File: config.mk
export PLATFORM = sky130hd
export DESIGN_NAME = sdw_wrap_regs
export DESIGN_NICKNAME = d
export VERILOG_FILES = /design/src/rtl/sdw_pkg.sv /design/src/rtl/sdw_decode.sv /design/src/rtl/sdw_shadow.sv /design/src/rtl/sdw_ctrl.sv /design/src/rtl/sdw_wrap_regs.sv
export SDC_FILE = /design/constraint.sdc
export NUM_CORES = 1
export LEC_CHECK = 0
export BUFFER_PORTS_ARGS = -buffer_cell sky130_fd_sc_hd__buf_2
export CAP_MARGIN = 20
export CORE_MARGIN = 2
export CORE_UTILIZATION = 39
export DETAILED_ROUTE_END_ITERATION = 8
export SYNTH_ARGS = -nofsm -noshare
export SYNTH_HDL_FRONTEND = slang
export SYNTH_SLANG_ARGS = --single-unit
File: constraint.sdc
create_clock -name clk -period 1.5 [get_ports clk]
set_input_delay 0.225 -clock clk [delete_from_list [all_inputs] [get_ports clk]]
set_output_delay 0.225 -clock clk [all_outputs]
set_load 0.01 [all_outputs]
File: src/rtl/sdw_pkg.sv
package sdw_pkg;
    localparam int ADDR_W    = 12;
    localparam int DATA_W    = 32;
    localparam int OFF_W     = 8;
    localparam int PAGE_W    = ADDR_W - OFF_W;

    localparam logic [OFF_W-1:0] OFF_INFO     = 8'h00;
    localparam logic [OFF_W-1:0] OFF_DEBOUNCE = 8'h04;
    localparam logic [OFF_W-1:0] OFF_BUSCFG   = 8'h08;
    localparam logic [OFF_W-1:0] OFF_WPPOL    = 8'hEC;
    localparam logic [OFF_W-1:0] OFF_CDET     = 8'hF0;
    localparam logic [OFF_W-1:0] OFF_ISTAT    = 8'hFC;

    localparam int          INFO_PRESENT_LSB = 16;
    localparam int          INFO_RST_BIT     = 0;
    localparam logic [31:0] DEBOUNCE_INIT    = 32'h0000_0005;

    typedef enum logic [1:0] {RGN_GLOBAL, RGN_SLOT, RGN_NONE} region_e;

    typedef enum logic [3:0] {
        FLD_INFO, FLD_DEBOUNCE, FLD_BUSCFG, FLD_WPPOL, FLD_CDET,
        FLD_ISTAT, FLD_CAP_LO, FLD_CAP_HI, FLD_MAXCUR, FLD_NONE
    } field_e;

    typedef enum logic {RSP_IDLE, RSP_DATA} rsp_state_e;
    typedef enum logic {RS_IDLE, RS_PULSE}  rst_state_e;

    function automatic logic [31:0] info_init(input int slots);
        logic [31:0] v;
        v = '0;
        for (int n = 0; n < slots; n++) v[INFO_PRESENT_LSB + n] = 1'b1;
        return v;
    endfunction
endpackage

File: src/rtl/sdw_decode.sv
module sdw_decode
    import sdw_pkg::*;
#(
    parameter int NUM_SLOTS = 2,
    parameter int SLOT_IW   = 1
) (
    input  logic [ADDR_W-1:0]  addr,
    output region_e            region,
    output field_e             field,
    output logic [SLOT_IW-1:0] slot_idx,
    output logic [OFF_W-1:0]   win_off
);
    logic [PAGE_W-1:0] page;
    logic [OFF_W-1:0]  off;

    assign page    = addr[ADDR_W-1:OFF_W];
    assign off     = addr[OFF_W-1:0];
    assign win_off = off;

    always_comb begin
        region   = RGN_NONE;
        field    = FLD_NONE;
        slot_idx = '0;
        if (page == '0) begin
            region = RGN_GLOBAL;
            case (off)
                OFF_INFO:     field = FLD_INFO;
                OFF_DEBOUNCE: field = FLD_DEBOUNCE;
                OFF_BUSCFG:   field = FLD_BUSCFG;
                OFF_WPPOL:    field = FLD_WPPOL;
                OFF_CDET:     field = FLD_CDET;
                OFF_ISTAT:    field = FLD_ISTAT;
                default:      field = FLD_NONE;
            endcase
            // per-slot shadow rows live at 0x10*(n+1)
            for (int n = 0; n < NUM_SLOTS; n++) begin
                if (off[7:4] == 4'(n + 1)) begin
                    slot_idx = SLOT_IW'(n);
                    case (off[3:0])
                        4'h0:    field = FLD_CAP_LO;
                        4'h4:    field = FLD_CAP_HI;
                        4'h8:    field = FLD_MAXCUR;
                        default: field = FLD_NONE;
                    endcase
                end
            end
        end else begin
            for (int n = 0; n < NUM_SLOTS; n++) begin
                if (page == PAGE_W'(n + 1)) begin
                    region   = RGN_SLOT;
                    slot_idx = SLOT_IW'(n);
                end
            end
        end
    end
endmodule

File: src/rtl/sdw_shadow.sv
module sdw_shadow
    import sdw_pkg::*;
#(
    parameter logic [63:0] CAP_INIT = 64'h0
) (
    input  logic              clk,
    input  logic              rst_n,
    input  logic              wr_en,
    input  field_e            fld,
    input  logic [DATA_W-1:0] wdata,
    output logic [63:0]       cap_q,
    output logic [DATA_W-1:0] maxcur_q
);
    always_ff @(posedge clk or negedge rst_n) begin
        if (!rst_n) begin
            cap_q    <= CAP_INIT;
            maxcur_q <= '0;
        end else if (wr_en) begin
            case (fld)
                FLD_CAP_LO: cap_q[31:0]  <= wdata;
                FLD_CAP_HI: cap_q[63:32] <= wdata;
                FLD_MAXCUR: maxcur_q     <= wdata;
                default:    ;
            endcase
        end
    end

    // a low-half write leaves the high half untouched, and the reverse
    assert_cap_hi_kept_R4: assert property (@(posedge clk) disable iff (!rst_n)
        (wr_en && fld == FLD_CAP_LO) |=> $stable(cap_q[63:32]));
    assert_cap_lo_kept_R4: assert property (@(posedge clk) disable iff (!rst_n)
        (wr_en && fld == FLD_CAP_HI) |=> $stable(cap_q[31:0]));
    // maximum-current word only changes on its own slot's write
    assert_maxcur_own_R5: assert property (@(posedge clk) disable iff (!rst_n)
        !(wr_en && fld == FLD_MAXCUR) |=> $stable(maxcur_q));
endmodule

File: src/rtl/sdw_ctrl.sv
module sdw_ctrl
    import sdw_pkg::*;
#(
    parameter int NUM_SLOTS = 2
) (
    input  logic                 clk,
    input  logic                 rst_n,
    input  logic                 wr_en,
    input  field_e               fld,
    input  logic [DATA_W-1:0]    wdata,
    input  logic [NUM_SLOTS-1:0] slot_irq,
    output logic [DATA_W-1:0]    info_q,
    output logic [DATA_W-1:0]    debounce_q,
    output logic [DATA_W-1:0]    buscfg_q,
    output logic [DATA_W-1:0]    wppol_q,
    output logic [DATA_W-1:0]    cdet_q,
    output logic [DATA_W-1:0]    istat_q,
    output logic                 irq_out,
    output logic                 ctl_rst_req
);
    localparam logic [DATA_W-1:0] INFO_INIT = info_init(NUM_SLOTS);

    rst_state_e rs_state, rs_next;
    logic       rst_hit;

    assign rst_hit = wr_en && (fld == FLD_INFO) && wdata[INFO_RST_BIT];

    always_ff @(posedge clk or negedge rst_n) begin
        if (!rst_n) rs_state <= RS_IDLE;
        else        rs_state <= rs_next;
    end

    always_comb begin
        rs_next = rs_state;
        unique case (rs_state)
            RS_IDLE:  if (rst_hit) rs_next = RS_PULSE;
            RS_PULSE: rs_next = rst_hit ? RS_PULSE : RS_IDLE;
        endcase
    end

    always_comb begin
        ctl_rst_req = (rs_state == RS_PULSE);
        irq_out     = |istat_q;
    end

    always_ff @(posedge clk or negedge rst_n) begin
        if (!rst_n) begin
            info_q     <= INFO_INIT;
            debounce_q <= DEBOUNCE_INIT;
            buscfg_q   <= '0;
            wppol_q    <= '0;
            cdet_q     <= '0;
        end else if (wr_en) begin
            case (fld)
                FLD_INFO: begin
                    info_q               <= wdata;
                    info_q[INFO_RST_BIT] <= 1'b0;
                end
                FLD_DEBOUNCE: debounce_q <= wdata;
                FLD_BUSCFG:   buscfg_q   <= wdata;
                FLD_WPPOL:    wppol_q    <= wdata;
                FLD_CDET:     cdet_q     <= wdata;
                default:      ;
            endcase
        end
    end

    always_ff @(posedge clk or negedge rst_n) begin
        if (!rst_n) istat_q <= '0;
        else        istat_q <= DATA_W'(slot_irq);
    end

    // a reset-request write yields the pulse in the next cycle
    assert_rst_pulse_R3: assert property (@(posedge clk) disable iff (!rst_n)
        rst_hit |=> ctl_rst_req);
    assert_rst_only_after_write_R3: assert property (@(posedge clk) disable iff (!rst_n)
        ctl_rst_req |-> $past(rst_hit));
    // status follows the slot interrupt levels, whatever the bus writes
    assert_istat_follow_R6: assert property (@(posedge clk) disable iff (!rst_n)
        $past(rst_n) |-> (istat_q == DATA_W'($past(slot_irq))));
    // the reset-request bit never reads back as one
    assert_info_bit0_low_R2: assert property (@(posedge clk) disable iff (!rst_n)
        (wr_en && fld == FLD_INFO) |=> !info_q[INFO_RST_BIT]);
endmodule

File: src/rtl/sdw_wrap_regs.sv
module sdw_wrap_regs
    import sdw_pkg::*;
#(
    parameter int          NUM_SLOTS = 2,
    parameter logic [63:0] CAP_INIT  = 64'h0000_0000_0000_0000
) (
    input  logic                        clk,
    input  logic                        rst_n,
    input  logic                        req_valid,
    input  logic                        req_write,
    input  logic [11:0]                 req_addr,
    input  logic [31:0]                 req_wdata,
    output logic                        rsp_valid,
    output logic [31:0]                 rsp_rdata,
    output logic [NUM_SLOTS-1:0]        slot_sel,
    output logic                        slot_write,
    output logic [7:0]                  slot_addr,
    output logic [31:0]                 slot_wdata,
    input  logic [32*NUM_SLOTS-1:0]     slot_rdata,
    input  logic [NUM_SLOTS-1:0]        slot_irq,
    output logic                        irq_out,
    output logic                        ctl_rst_req
);
    localparam int SLOT_IW = (NUM_SLOTS > 1) ? $clog2(NUM_SLOTS) : 1;

    region_e            region;
    field_e             field;
    logic [SLOT_IW-1:0] slot_idx;
    logic [OFF_W-1:0]   win_off;

    sdw_decode #(.NUM_SLOTS(NUM_SLOTS), .SLOT_IW(SLOT_IW)) u_dec (
        .addr(req_addr), .region(region), .field(field),
        .slot_idx(slot_idx), .win_off(win_off)
    );

    logic gen_wr;
    assign gen_wr = req_valid && req_write && (region == RGN_GLOBAL);

    logic [DATA_W-1:0] info_q, debounce_q, buscfg_q, wppol_q, cdet_q, istat_q;

    sdw_ctrl #(.NUM_SLOTS(NUM_SLOTS)) u_ctrl (
        .clk(clk), .rst_n(rst_n), .wr_en(gen_wr), .fld(field),
        .wdata(req_wdata), .slot_irq(slot_irq),
        .info_q(info_q), .debounce_q(debounce_q), .buscfg_q(buscfg_q),
        .wppol_q(wppol_q), .cdet_q(cdet_q), .istat_q(istat_q),
        .irq_out(irq_out), .ctl_rst_req(ctl_rst_req)
    );

    logic [63:0]       cap_arr    [NUM_SLOTS];
    logic [DATA_W-1:0] maxcur_arr [NUM_SLOTS];
    logic [DATA_W-1:0] srd_arr    [NUM_SLOTS];

    for (genvar g = 0; g < NUM_SLOTS; g++) begin : g_slot
        logic sh_wr;
        assign sh_wr = gen_wr && (slot_idx == SLOT_IW'(g)) &&
                       (field == FLD_CAP_LO || field == FLD_CAP_HI || field == FLD_MAXCUR);
        sdw_shadow #(.CAP_INIT(CAP_INIT)) u_sh (
            .clk(clk), .rst_n(rst_n), .wr_en(sh_wr), .fld(field),
            .wdata(req_wdata), .cap_q(cap_arr[g]), .maxcur_q(maxcur_arr[g])
        );
        assign srd_arr[g]  = slot_rdata[32*g +: 32];
        assign slot_sel[g] = req_valid && (region == RGN_SLOT) && (slot_idx == SLOT_IW'(g));
    end

    assign slot_write = req_valid && req_write && (region == RGN_SLOT);
    assign slot_addr  = win_off;
    assign slot_wdata = req_wdata;

    logic [DATA_W-1:0] rd_mux;
    always_comb begin
        rd_mux = '0;
        if (region == RGN_SLOT) begin
            for (int n = 0; n < NUM_SLOTS; n++)
                if (slot_idx == SLOT_IW'(n)) rd_mux = srd_arr[n];
        end else if (region == RGN_GLOBAL) begin
            for (int n = 0; n < NUM_SLOTS; n++) begin
                if (slot_idx == SLOT_IW'(n)) begin
                    if (field == FLD_CAP_LO) rd_mux = cap_arr[n][31:0];
                    if (field == FLD_CAP_HI) rd_mux = cap_arr[n][63:32];
                    if (field == FLD_MAXCUR) rd_mux = maxcur_arr[n];
                end
            end
            case (field)
                FLD_INFO:     rd_mux = info_q;
                FLD_DEBOUNCE: rd_mux = debounce_q;
                FLD_BUSCFG:   rd_mux = buscfg_q;
                FLD_WPPOL:    rd_mux = wppol_q;
                FLD_CDET:     rd_mux = cdet_q;
                FLD_ISTAT:    rd_mux = istat_q;
                default:      ;
            endcase
        end
    end

    // response machine
    rsp_state_e        rsp_state, rsp_next;
    logic              rd_req;
    logic [DATA_W-1:0] rdata_q;

    assign rd_req = req_valid && !req_write;

    always_ff @(posedge clk or negedge rst_n) begin
        if (!rst_n) rsp_state <= RSP_IDLE;
        else        rsp_state <= rsp_next;
    end

    always_comb begin
        rsp_next = rsp_state;
        unique case (rsp_state)
            RSP_IDLE: if (rd_req) rsp_next = RSP_DATA;
            RSP_DATA: rsp_next = rd_req ? RSP_DATA : RSP_IDLE;
        endcase
    end

    always_ff @(posedge clk or negedge rst_n) begin
        if (!rst_n)      rdata_q <= '0;
        else if (rd_req) rdata_q <= rd_mux;
    end

    always_comb begin
        rsp_valid = (rsp_state == RSP_DATA);
        rsp_rdata = rsp_valid ? rdata_q : '0;
    end

    // at most one slot strobe
    assert_sel_onehot_R8: assert property (@(posedge clk) disable iff (!rst_n)
        $onehot0(slot_sel));
    // pages beyond the configured slots never strobe a slot
    assert_no_sel_out_of_range_R9: assert property (@(posedge clk) disable iff (!rst_n)
        (req_addr[11:8] > 4'(NUM_SLOTS)) |-> (slot_sel == '0));
    // read response timing, and no response for writes
    assert_rsp_follows_read_R10: assert property (@(posedge clk) disable iff (!rst_n)
        rd_req |=> rsp_valid);
    assert_rsp_only_after_read_R10: assert property (@(posedge clk) disable iff (!rst_n)
        rsp_valid |-> $past(rd_req));
    // the combined line only rises after a slot raised its interrupt
    assert_irq_rise_cause_R7: assert property (@(posedge clk) disable iff (!rst_n)
        $rose(irq_out) |-> $past(|slot_irq));
    // parameter range
    initial assert_slots_range_R1: assert (NUM_SLOTS >= 1 && NUM_SLOTS <= 2);
endmodule

==> impl_metrics.csv <==
group,metric,value,unit
outcome,outcome,"finished, violations left",
outcome,violations,"setup timing",
synth,yosysSeqAreaShare,0.507,
worst_setup_path,reg2reg_from,"u_ctrl.wppol_q[5]",
synth,ys_warn_count,0,
power_and_ir_drop,p_leak,0.0129,uW
routing,drtPass1Iterations,5,
worst_setup_path,crit_path_end_kind,"register",
floorplan,row_count,81,
min_path,min_path_cells,5,
synth,ys_ff_latch,387,
routing,post_drt_wl_per_cell,26.0,microns
synth,ys_types,64,
synth,avgSynthCellArea,12.0,sq um
placement,dp.cells,2366,
sta,drv_slew,0,
floorplan,num_io_pins,192,
layout,fin_area,26000,sq um
sta,timing_hold_violations_final,0,
synth,synthFlopType,"dfrtp_1",
clock_network,root_buffer,"clkbuf_16",
worst_setup_path,critPathRequiredTime,1940,ps
layout,syn2layout_area_growth,36.1,%
synth,synth_area_leaders,"dfrtp_1 50%, mux2_2 19%, nand2_1 2.9%, mux2_4 2.2%, a221oi_2 2.0%",
worst_setup_path,arrival,2510,ps
layout,n_fill_cell,3975,
worst_setup_path,rr_worst_depth,4,
min_path,min_from,"slot_rdata[58]",
worst_setup_path,crit_start,"req_addr[11]",
routing,vias,14700,
placement,dp_hpwl,36300,microns
layout,multi_input_area,9360,sq um
grt,grt_pass1_vias,14900,
layout,finalNonFillerCells,2548,
routing,vias_per_cell,5.77,
worst_setup_path,slowest_delay,590,ps
placement,numPortBuffers,191,
sta,setup_viol,418,
clock_network,cts.htree.levels,2,
synth,syn_inst,1587,
clock_network,clock_latency,570,ps
grt,grt-ovfl-total,0,
sta,min_period,2080,ps
worst_setup_path,path_max_fanout,28,
clock_network,cts-buffers-inserted,42,
grt,grt_start_max_net_pins,62,
placement,place_congestion,0.840,
layout,seq_area,9690,sq um
synth,yosys.area.top_type,"dfrtp_1",
layout,drive_gt1_frac,0.526,
synth,synth_edf_count,0,
routing,ant_nets,0,
floorplan,die_w,225,microns
layout,layout_common_cells,"382 x dfrtp_1, 213 x mux2_2, 163 x buf_2, 162 x mux2_4, 139 x nand2_1",
synth,synth_area,19100,sq um
sta,timing.hold.ws,35.2,ps
clock_network,cts.sinks,387,
worst_setup_path,r2r_slack,-40,ps
sta,fin_ws,-578,ps
sta,worst_pin_slew,582,ps
worst_setup_path,rr_endpoint,"rdata_q[5]",
floorplan,dieHeight,225,microns
min_path,min_to,"rdata_q[26]",
synth,syn-num-nets,1701,
synth,synth_top_area_share,0.501,
sta,final.setup_skew,21.3,ps
min_path,hold_path_class,"in -> reg",
routing,drc_errors,0,
floorplan,initial_core_util,0.393,
clock_network,cts_tree,"built",
run,cap_violations,0,
floorplan,core-area,48600,sq um
grt,grtUsageTotal,0.246,
sta,fmax,481,MHz
sta,rsz0062_at_grt,"true",
worst_setup_path,start_kind,"primary input",
worst_setup_path,critPathSlowestCell,"or4_4",
power_and_ir_drop,power.total,22600,uW
routing,wirelength,66300,microns
synth,postSynth.asyncResetShare,1.00,
routing,drt_iter0_drc,1173,
clock_network,path_clk_slew,60,ps
grt,grt_pass1_wl,93700,microns
clock_network,cts.path.max_buffers,3,
layout,layout.nets,2006,
sta,maxSlewHeadroom,0.608,
power_and_ir_drop,power.density,869,nW/um^2
floorplan,dieArea,50800,sq um
power_and_ir_drop,ir_drop,0.795,mV
layout,layout_commonest_cell,"dfrtp_1",
sta,fin_crit_sh,1.39,
worst_setup_path,critical_path_class,"in -> reg",
placement,placed_area,21800,sq um
worst_setup_path,crit_chain,"buf_6, or4_4, or3_4, a211o_4, buf_12, a221o_1, a221oi_2, o21ai_1",
grt,grt_antenna_before_repair,2,
[kinds of logic after synthesis]
family / synth area share
compound gates: 0.113
xor+xnor: 0.000916
buf+inv: 0.0543
flops: 0.507
mux: 0.246
simple gates: 0.0791
[worst max path at each step]
stage	endpoint	cells past startpoint
CTS	rdata_q[10]	8
global placement	rdata_q[27]	8
finish	rdata_q[5]	8
floorplan	rdata_q[16]	8
global route	rdata_q[5]	8
detailed placement	rdata_q[27]	8
[timing repair]
item | 4_1_cts | 5_1_grt
endpoints found under the setup margin | 418 | 419
setup buffers | 31 | 37
gates resized for setup | 157 | 188
cloned | 24 | 19
pin swaps | 11 | 21
hold buffers | 4 | 0
hold endpoints to repair | 386 | 0
[layer usage]
layer	GRT usage	routed length, microns	vias to the layer above
li1	-	-	6374
met1	0.337	28200	7545
met2	0.393	30500	623
met3	0.0412	4970	149
met4	0.0850	2650	0
met5	0	0	-
[worst max-delay path, delay by kind of cell]
family                 cells  cell delay (ps)
buffers and inverters      2              270
AOI/OAI and AO/OA          4             1000
and+or+nand+nor            2             1000
[state kept, by name, summed over array words and instances, names as in the netlist]
| name | count |
|---|---|
| g_slot.u_sh.cap_q | 128 |
| g_slot.u_sh.maxcur_q | 64 |
| rdata_q | 32 |
| rsp_valid | 1 |
| u_ctrl.buscfg_q | 32 |
| u_ctrl.cdet_q | 32 |
| u_ctrl.ctl_rst_req | 1 |
| u_ctrl.debounce_q | 32 |
| u_ctrl.info_q | 31 |
| u_ctrl.istat_q | 2 |
| u_ctrl.wppol_q | 32 |
[synthesized netlist by cell type (2+ instances only)]
master and count:
a2111oi_0 2, mux2_2 319, mux2i_1 36, nand2_1 147, a21oi_1 69, or4_1 3, and3_1 35, a32oi_1 30
mux2_1 29, clkbuf_1 89, a221oi_2 25, nor2_2 3, o21ai_1 30, buf_6 9, nor3_1 7, buf_4 50
inv_1 4, a211o_1 32, mux2_4 28, nor4b_1 2, nand4_1 4, a32o_1 2, a22oi_1 2, nand2b_1 4
a221o_1 29, buf_1 6, nor2_1 9, and2_1 33, buf_2 38, nand3_1 37, o211ai_1 3, a221oi_1 4
dfstp_2 4, nor4_1 4, o21ai_0 45, or3_1 4, dfrtp_1 383
[power by group]
group / switching (uW) / leakage [uW] / internal (uW) / total [uW]
combinational: 1010 / 0.00687 / 683 / 1690
clock: 4350 / 0.000682 / 6030 / 10400
sequential: 52.1 / 0.00538 / 10500 / 10600
[metrics by stage]
step,setup TNS (ps),util,setup WS (ps)
finish,-152740,0.535,-578
global route,-161260,0.535,-541
CTS,-124240,0.508,-446
detailed placement,-369740,0.447,-1080
global placement,-364960,0.447,-1060
floorplan,-245020,-,-769
[cell type report]
class	count	area share
inverter	4	0.000577
clock inverter	14	0.00534
antenna	1	0.0000962
timing repair buffer	453	0.185
tap	622	0.0299
clock buffer	63	0.0473
sequential	387	0.372
multi-input combinational	1004	0.359
(Power assumes the default switching activity.)
